<file path="config.mk">
export PLATFORM = sky130hd
export DESIGN_NAME = cfg_tlp_packer
export DESIGN_NICKNAME = d
export VERILOG_FILES = /design/src/rtl/cfg_tlp_pkg.sv /design/src/rtl/cfg_req_filter.sv /design/src/rtl/cfg_hdr_builder.sv /design/src/rtl/cfg_root_tracker.sv /design/src/rtl/cfg_tlp_packer.sv
export SDC_FILE = /design/constraint.sdc
export NUM_CORES = 1
export LEC_CHECK = 0
export BUFFER_PORTS_ARGS = -buffer_cell sky130_fd_sc_hd__buf_2
export CAP_MARGIN = 5
export CORE_MARGIN = 10
export CORE_UTILIZATION = 30
export CTS_CLUSTER_SIZE = 24
export DETAILED_ROUTE_END_ITERATION = 10
export PLACE_DENSITY = 0.65
export SLEW_MARGIN = 20
export SYNTH_ARGS = -nofsm -noshare
export SYNTH_HDL_FRONTEND = slang
export SYNTH_SLANG_ARGS = --single-unit
</file>
<file path="constraint.sdc">
create_clock -name clk -period 2.2 [get_ports clk]
set_input_delay 0.33 -clock clk [delete_from_list [all_inputs] [get_ports clk]]
set_output_delay 0.33 -clock clk [all_outputs]
set_load 0.005 [all_outputs]
</file>
<file path="src/rtl/cfg_tlp_pkg.sv">
package cfg_tlp_pkg;

  localparam int BUS_W   = 8;
  localparam int DEVFN_W = 8;
  localparam int DW_W    = 32;
  localparam int BE_W    = 4;

  localparam logic [7:0] FT_RD_LOCAL  = 8'h04;
  localparam logic [7:0] FT_RD_REMOTE = 8'h05;
  localparam logic [7:0] FT_WR_LOCAL  = 8'h44;
  localparam logic [7:0] FT_WR_REMOTE = 8'h45;
  localparam logic [7:0] TAG_RD       = 8'h1D;
  localparam logic [7:0] TAG_WR       = 8'h10;
  localparam logic [9:0] LEN_ONE_DW   = 10'd1;

  localparam int HIDDEN_BAR_OFS = 'h10;
  localparam int PRIBUS_OFS     = 'h18;

  typedef enum logic [1:0] {
    RSP_OK     = 2'd0,
    RSP_BADREG = 2'd1,
    RSP_NODEV  = 2'd2
  } rsp_code_e;

  // byte enables from size code and byte lane
  function automatic logic [BE_W-1:0] calc_be(input logic [1:0] sz, input logic [1:0] lane);
    case (sz)
      2'd0:    return 4'b0001 << lane;
      2'd1:    return 4'b0011 << lane;
      default: return 4'hF;
    endcase
  endfunction

  // write data masked to size and moved to its byte lane
  function automatic logic [DW_W-1:0] lane_data(input logic [1:0] sz, input logic [1:0] lane,
                                                input logic [DW_W-1:0] d);
    case (sz)
      2'd0:    return {24'b0, d[7:0]}  << {lane, 3'b000};
      2'd1:    return {16'b0, d[15:0]} << {lane, 3'b000};
      default: return d;
    endcase
  endfunction

  // read data pulled down from its byte lane
  function automatic logic [DW_W-1:0] pick_read(input logic [1:0] sz, input logic [1:0] lane,
                                                input logic [DW_W-1:0] d);
    logic [DW_W-1:0] sh_b, sh_h;
    sh_b = d >> {lane, 3'b000};
    sh_h = d >> {lane[1], 4'b0000};
    case (sz)
      2'd0:    return {24'b0, sh_b[7:0]};
      2'd1:    return {16'b0, sh_h[15:0]};
      default: return d;
    endcase
  endfunction

  function automatic logic [7:0] fmt_type(input logic wr, input logic local_bus);
    if (wr) return local_bus ? FT_WR_LOCAL : FT_WR_REMOTE;
    else    return local_bus ? FT_RD_LOCAL : FT_RD_REMOTE;
  endfunction

endpackage

</file>
<file path="src/rtl/cfg_req_filter.sv">
module cfg_req_filter
  import cfg_tlp_pkg::*;
#(
  parameter int OFS_W = 12
) (
  input  logic [BUS_W-1:0]   bus,
  input  logic [DEVFN_W-1:0] devfn,
  input  logic [OFS_W-1:0]   offset,
  input  logic [BUS_W-1:0]   root_bus,
  input  logic               link_up,
  output logic               hide_bar,
  output logic               no_dev
);

  logic is_root;
  logic [4:0] dev_num;

  assign is_root  = (bus == root_bus);
  assign dev_num  = devfn[7:3];
  assign hide_bar = is_root && (devfn == '0) && (offset == OFS_W'(HIDDEN_BAR_OFS));
  assign no_dev   = is_root ? (dev_num != 5'd0) : !link_up;

endmodule

</file>
<file path="src/rtl/cfg_hdr_builder.sv">
module cfg_hdr_builder
  import cfg_tlp_pkg::*;
#(
  parameter int OFS_W = 12
) (
  input  logic               write,
  input  logic [BUS_W-1:0]   bus,
  input  logic [DEVFN_W-1:0] devfn,
  input  logic [OFS_W-1:0]   offset,
  input  logic [1:0]         size,
  input  logic [DW_W-1:0]    wdata,
  input  logic [BUS_W-1:0]   root_bus,
  output logic [DW_W-1:0]    hdr0,
  output logic [DW_W-1:0]    hdr1,
  output logic [DW_W-1:0]    hdr2,
  output logic [DW_W-1:0]    payload,
  output logic               pad_beat
);

  logic [OFS_W-1:0] ofs_dw;
  logic [BE_W-1:0]  be;
  logic [7:0]       tag;

  assign ofs_dw   = {offset[OFS_W-1:2], 2'b00};
  assign be       = calc_be(size, offset[1:0]);
  assign tag      = write ? TAG_WR : TAG_RD;

  assign hdr0     = {fmt_type(write, bus == root_bus), 14'b0, LEN_ONE_DW};
  assign hdr1     = {root_bus, 8'h00, tag, 4'b0000, be};
  assign hdr2     = {bus, devfn, 16'(ofs_dw)};
  assign payload  = write ? lane_data(size, offset[1:0], wdata) : '0;
  assign pad_beat = write && (offset[2:0] == 3'b000);

endmodule

</file>
<file path="src/rtl/cfg_root_tracker.sv">
module cfg_root_tracker
  import cfg_tlp_pkg::*;
#(
  parameter int               OFS_W     = 12,
  parameter logic [BUS_W-1:0] ROOT_INIT = '0
) (
  input  logic               clk,
  input  logic               rst_n,
  input  logic               done_evt,
  input  logic               done_ok,
  input  logic               write,
  input  logic [BUS_W-1:0]   bus,
  input  logic [OFS_W-1:0]   offset,
  input  logic [DW_W-1:0]    lane_wdata,
  output logic [BUS_W-1:0]   root_bus
);

  logic snoop_evt;

  assign snoop_evt = done_evt && done_ok && write && (bus == root_bus) &&
                     ({offset[OFS_W-1:2], 2'b00} == OFS_W'(PRIBUS_OFS));

  always_ff @(posedge clk or negedge rst_n) begin
    if (!rst_n)         root_bus <= ROOT_INIT;
    else if (snoop_evt) root_bus <= lane_wdata[BUS_W-1:0];
  end


  root_hold_chk: assert property (@(posedge clk) disable iff (!rst_n)
    !$stable(root_bus) |-> $past(snoop_evt));

endmodule

</file>
<file path="src/rtl/cfg_tlp_packer.sv">
module cfg_tlp_packer
  import cfg_tlp_pkg::*;
#(
  parameter int         OFS_W     = 12,
  parameter logic [7:0] ROOT_INIT = 8'h00
) (
  input  logic             clk,
  input  logic             rst_n,
  input  logic             req_valid,
  output logic             req_ready,
  input  logic             req_write,
  input  logic [7:0]       req_bus,
  input  logic [7:0]       req_devfn,
  input  logic [OFS_W-1:0] req_offset,
  input  logic [1:0]       req_size,
  input  logic [31:0]      req_wdata,
  input  logic             link_up,
  output logic             beat_valid,
  input  logic             beat_ready,
  output logic [31:0]      beat_lo,
  output logic [31:0]      beat_hi,
  output logic             beat_sop,
  output logic             beat_eop,
  input  logic             cpl_valid,
  input  logic             cpl_ok,
  input  logic [31:0]      cpl_data,
  output logic             rsp_valid,
  output logic [1:0]       rsp_status,
  output logic [31:0]      rsp_rdata,
  output logic [7:0]       root_bus
);

  typedef enum logic [2:0] {S_IDLE, S_HDR, S_PAD, S_LAST, S_WAIT} seq_e;
  seq_e st, st_nx;

  // captured request
  logic               c_wr;
  logic [BUS_W-1:0]   c_bus;
  logic [DEVFN_W-1:0] c_devfn;
  logic [OFS_W-1:0]   c_ofs;
  logic [1:0]         c_size;
  logic [DW_W-1:0]    c_wdata;

  // named events
  logic acc_evt, fwd, beat_hs, eop_hs, cpl_evt;
  logic f_hide, f_nodev;
  logic [DW_W-1:0] hdr0, hdr1, hdr2, payload;
  logic pad_beat;

  cfg_req_filter #(.OFS_W(OFS_W)) u_filter (
    .bus(req_bus), .devfn(req_devfn), .offset(req_offset),
    .root_bus(root_bus), .link_up(link_up),
    .hide_bar(f_hide), .no_dev(f_nodev)
  );

  cfg_hdr_builder #(.OFS_W(OFS_W)) u_hdr (
    .write(c_wr), .bus(c_bus), .devfn(c_devfn), .offset(c_ofs),
    .size(c_size), .wdata(c_wdata), .root_bus(root_bus),
    .hdr0(hdr0), .hdr1(hdr1), .hdr2(hdr2), .payload(payload), .pad_beat(pad_beat)
  );

  cfg_root_tracker #(.OFS_W(OFS_W), .ROOT_INIT(ROOT_INIT)) u_root (
    .clk(clk), .rst_n(rst_n), .done_evt(cpl_evt), .done_ok(cpl_ok),
    .write(c_wr), .bus(c_bus), .offset(c_ofs), .lane_wdata(payload),
    .root_bus(root_bus)
  );

  assign req_ready = (st == S_IDLE);
  assign acc_evt   = req_valid && req_ready;
  assign fwd       = !f_hide && !f_nodev;
  assign beat_hs   = beat_valid && beat_ready;
  assign eop_hs    = beat_hs && beat_eop;
  assign cpl_evt   = (st == S_WAIT) && cpl_valid;

  // beat contents per state
  always_comb begin
    beat_valid = 1'b0;
    beat_lo    = '0;
    beat_hi    = '0;
    beat_sop   = 1'b0;
    beat_eop   = 1'b0;
    case (st)
      S_HDR: begin
        beat_valid = 1'b1;
        beat_lo    = hdr0;
        beat_hi    = hdr1;
        beat_sop   = 1'b1;
      end
      S_PAD: begin
        beat_valid = 1'b1;
        beat_lo    = hdr2;
      end
      S_LAST: begin
        beat_valid = 1'b1;
        beat_eop   = 1'b1;
        beat_lo    = pad_beat ? payload : hdr2;
        beat_hi    = pad_beat ? '0 : payload;
      end
      default: ;
    endcase
  end

  always_comb begin
    st_nx = st;
    case (st)
      S_IDLE: if (acc_evt && fwd) st_nx = S_HDR;
      S_HDR:  if (beat_hs) st_nx = pad_beat ? S_PAD : S_LAST;
      S_PAD:  if (beat_hs) st_nx = S_LAST;
      S_LAST: if (beat_hs) st_nx = S_WAIT;
      S_WAIT: if (cpl_valid) st_nx = S_IDLE;
      default: st_nx = S_IDLE;
    endcase
  end

  always_ff @(posedge clk or negedge rst_n) begin
    if (!rst_n) begin
      st      <= S_IDLE;
      c_wr    <= 1'b0;
      c_bus   <= '0;
      c_devfn <= '0;
      c_ofs   <= '0;
      c_size  <= '0;
      c_wdata <= '0;
    end else begin
      st <= st_nx;
      if (acc_evt && fwd) begin
        c_wr    <= req_write;
        c_bus   <= req_bus;
        c_devfn <= req_devfn;
        c_ofs   <= req_offset;
        c_size  <= req_size;
        c_wdata <= req_wdata;
      end
    end
  end

  // response register
  always_ff @(posedge clk or negedge rst_n) begin
    if (!rst_n) begin
      rsp_valid  <= 1'b0;
      rsp_status <= RSP_OK;
      rsp_rdata  <= '0;
    end else if (acc_evt && !fwd) begin
      rsp_valid  <= 1'b1;
      rsp_status <= f_hide ? RSP_BADREG : RSP_NODEV;
      rsp_rdata  <= '1;
    end else if (cpl_evt) begin
      rsp_valid  <= 1'b1;
      rsp_status <= cpl_ok ? RSP_OK : RSP_NODEV;
      rsp_rdata  <= !cpl_ok ? '1 : (c_wr ? '0 : pick_read(c_size, c_ofs[1:0], cpl_data));
    end else begin
      rsp_valid  <= 1'b0;
    end
  end


  beat_hold_chk: assert property (@(posedge clk) disable iff (!rst_n)
    beat_valid && !beat_ready |=> beat_valid && $stable(beat_lo) && $stable(beat_hi)
                                  && $stable(beat_sop) && $stable(beat_eop));


  busy_block_chk: assert property (@(posedge clk) disable iff (!rst_n)
    beat_valid |-> !req_ready);


  rsp_idle_chk: assert property (@(posedge clk) disable iff (!rst_n)
    rsp_valid |-> req_ready);


  sop_first_chk: assert property (@(posedge clk) disable iff (!rst_n)
    beat_valid && beat_sop |-> !beat_eop);


  eop_close_chk: assert property (@(posedge clk) disable iff (!rst_n)
    eop_hs |=> !beat_valid);


  reject_quiet_chk: assert property (@(posedge clk) disable iff (!rst_n)
    acc_evt && !fwd |=> !beat_valid && rsp_valid);


  fail_ones_chk: assert property (@(posedge clk) disable iff (!rst_n)
    rsp_valid && (rsp_status != RSP_OK) |-> rsp_rdata == 32'hFFFF_FFFF);

endmodule

</file>
==> out/metrics.csv <==
metric;value;unit
outcome;finished, violations left;
violations;negative setup slack;
drv_slew;0;
p_leak;0.00437;uW
start_util;30.6;%
synth_seq_cells;109;
grt_setup_unrepaired;yes;
ys_types;49;
dp_slack;-0.124;ns
core_area;0.0195;mm2
slew_headroom;56.0;%
grt_max_degree;40;
maxCapViolCount;0;
synth-compound-area-share;20.5;%
synthesis.instances;607;
power.total;13900;uW
critical_path_buf_inv_count;3;
die-height;161;um
fin_crit;2.35;ns
final_common_cell;buf_2;
grt_overflow;0;
crit_type;flip-flop to flip-flop;
synth_area_per_cell;9.80;um2
crit_chain;xor2_1 > nor4_1 > nand2_1 > buf_6 > and4bb_1 > a41oi_4 > buf_12 > clkbuf_16 > mux2_1;
numCtsBuffers;9;
wl_per_cell;22.9;um
wirelength;27100;um
syn_nets;709;
grt_pass1_vias;6279;
fp-row-count;51;
fin_crit_sh;107;%
antenna_cells;0;
skew;0.00892;ns
first_pass_iters;6;
drtIter0Drc;465;
worstHoldPathType;input pin to flip-flop;
hold_viol;0;
nNetsFinal;1014;
port-buffer-count;212;
cp.arrival;2.58;ns
synthSimpleGateAreaFrac;13.5;%
seq_area_frac_synth;45.8;%
cp_top_family;simple AND/OR/NAND/NOR gates;
ir_drop;0.742;mV
r2r_start;u_root.root_bus[5];
final_antenna_net_count;0;
tightest_slew;0.657;ns
syn2layout_area_growth;64.0;%
ys_warn_count;0;
syn_area;0.00595;mm2
cts_tree;built;
htree_levels;3;
final_cell_mix;buf_2 (211), dfrtp_1 (107), buf_4 (68);
ioPinCount;213;
post-dp-hpwl;18600;um
slowest_stage;dfrtp_1;
path_max_fanout;14;
drive_gt1_share;60.4;%
clk_pin_slew_worst_paths;0.07;ns
synthAdderAreaFrac;0;%
insertion_delay;0.36;ns
die_width;161;um
grt_pass1_wl;37400;um
avgViaCountPerCell;5.47;
ctsLongestPathBuffers;2;
powerDensity;1420;mW/mm2
async_flop_share;100;%
vias;6464;
critPathLaunchType;flip-flop;
setup_tns;-7.07;ns
startpoint;u_root.root_bus[5];
gp_congestion;0.900;
worst_slack;-0.154;ns
setup_viol;107;
dieArea;0.0259;mm2
crit_path_end_kind;flip-flop;
synth_top_family_by_area;compound AO/OA/AOI/OAI gates;
slowest_delay;0.41;ns
fmax;425;MHz
cts_root_buffer;clkbuf_16;
synth_enable_flop_cells;0;
drcViolationCount;0;
track_usage;18.2;%
cts_sinks;109;
min_from;req_wdata[6];
antenna_found_initial;0;
synth.area.mux_share;13.4;%
synthXorXnorAreaFrac;2.50;%
synth_ff_type;dfrtp_1;
crit_required;2.43;ns
==> worst paths after layout <==
| kind | end | slack, ns | cells past startpoint |
|---|---|---|---|
| worst max-delay path | c_wdata[8] | -0.15 | 9 |
| worst min-delay path | c_wdata[6] | 0.18 | 2 |
| worst max register to register | c_wdata[8] | -0.15 | 9 |
| worst min register to register | rsp_rdata[7] | 0.50 | 1 |
| max in group asynchronous | c_ofs[0] | 1.09 | 3 |
| min in group asynchronous | rsp_rdata[15] | 0.49 | 2 |
==> report_power, final <==
group / switching, uW / internal (uW)
logic: 4270 / 4200
clock network: 755 / 895
registers: 948 / 2820
total: 5970 / 7910
==> registers in the layout (all words and copies together), names as in the netlist <==
| name | count |
|---|---|
| st | 3 |
| c_wdata | 32 |
| c_size | 2 |
| u_root.root_bus | 8 |
| rsp_valid | 1 |
| rsp_rdata | 32 |
| c_wr | 1 |
| rsp_status | 2 |
| c_devfn | 8 |
| c_bus | 8 |
| c_ofs | 12 |
==> cell families after synthesis <==
logic type | count (synthesis)
buffers and inverters | 55
muxes | 71
AOI/OAI and AO/OA | 177
xor gates and xnor gates | 17
and+or+nand+nor | 178
DFF | 109
==> routing by layer <==
metal | track usage (%) | share of wire (%)
met5 | 0 | 0
met2 | 29.6 | 48
met4 | 4.71 | 3.0
met3 | 4.93 | 8.5
met1 | 23.4 | 40
==> stage by stage <==
step	instances	hold WS, ns	instance area (um2)	util (%)
floorplan	607	0.0344	5950	-
global placement	1112	0.339	7770	39.9
detailed placement	1112	0.343	7770	39.9
CTS	1146	0.171	8580	44.1
global route	1182	0.176	9760	50.1
finish	1182	0.184	9760	50.1
==> area by class of cell <==
cell class | instances | area (um2)
multi-input combinational | 445 | 3900
sequential | 109 | 2730
clock inverter | 2 | 15.0
timing repair buffer | 334 | 2450
fill | 1741 | 9700
tap | 265 | 332
clock buffer | 14 | 284
inverter | 13 | 52.6
==> synth_stat cells (3+ instances only) <==
library cell	number	area, um2
a2111oi_0	4	35.0
a211oi_1	3	22.5
a21oi_1	25	125
a221oi_1	4	35.0
a22oi_1	33	248
a2bb2oi_1	26	228
a32oi_1	3	26.3
and2_1	3	18.8
buf_1	3	11.3
buf_2	5	25.0
buf_6	6	67.6
clkbuf_1	28	105
dfrtp_1	109	2730
inv_1	12	45.0
mux2_1	59	664
mux2_2	8	90.1
mux2i_1	4	40.0
nand2_1	61	229
nand2b_1	7	43.8
nand3_1	11	55.1
nor2_1	59	221
nor2b_1	6	37.5
nor3_1	13	65.1
nor4_1	6	37.5
o21a_1	6	45.0
o21ai_0	48	240
o22a_1	3	26.3
o22ai_1	8	50.1
xor2_1	16	140
==> timing repair <==
action | CTS | global route
hold buffers | 1 | 0
gates cloned | 1 | 14
endpoints found under the hold margin | 35 | 0
gates resized for setup | 128 | 177
setup buffers | 16 | 24
pin swaps | 17 | 45
endpoints found under the setup margin | 154 | 167
Power figures use the tool's default switching activity.
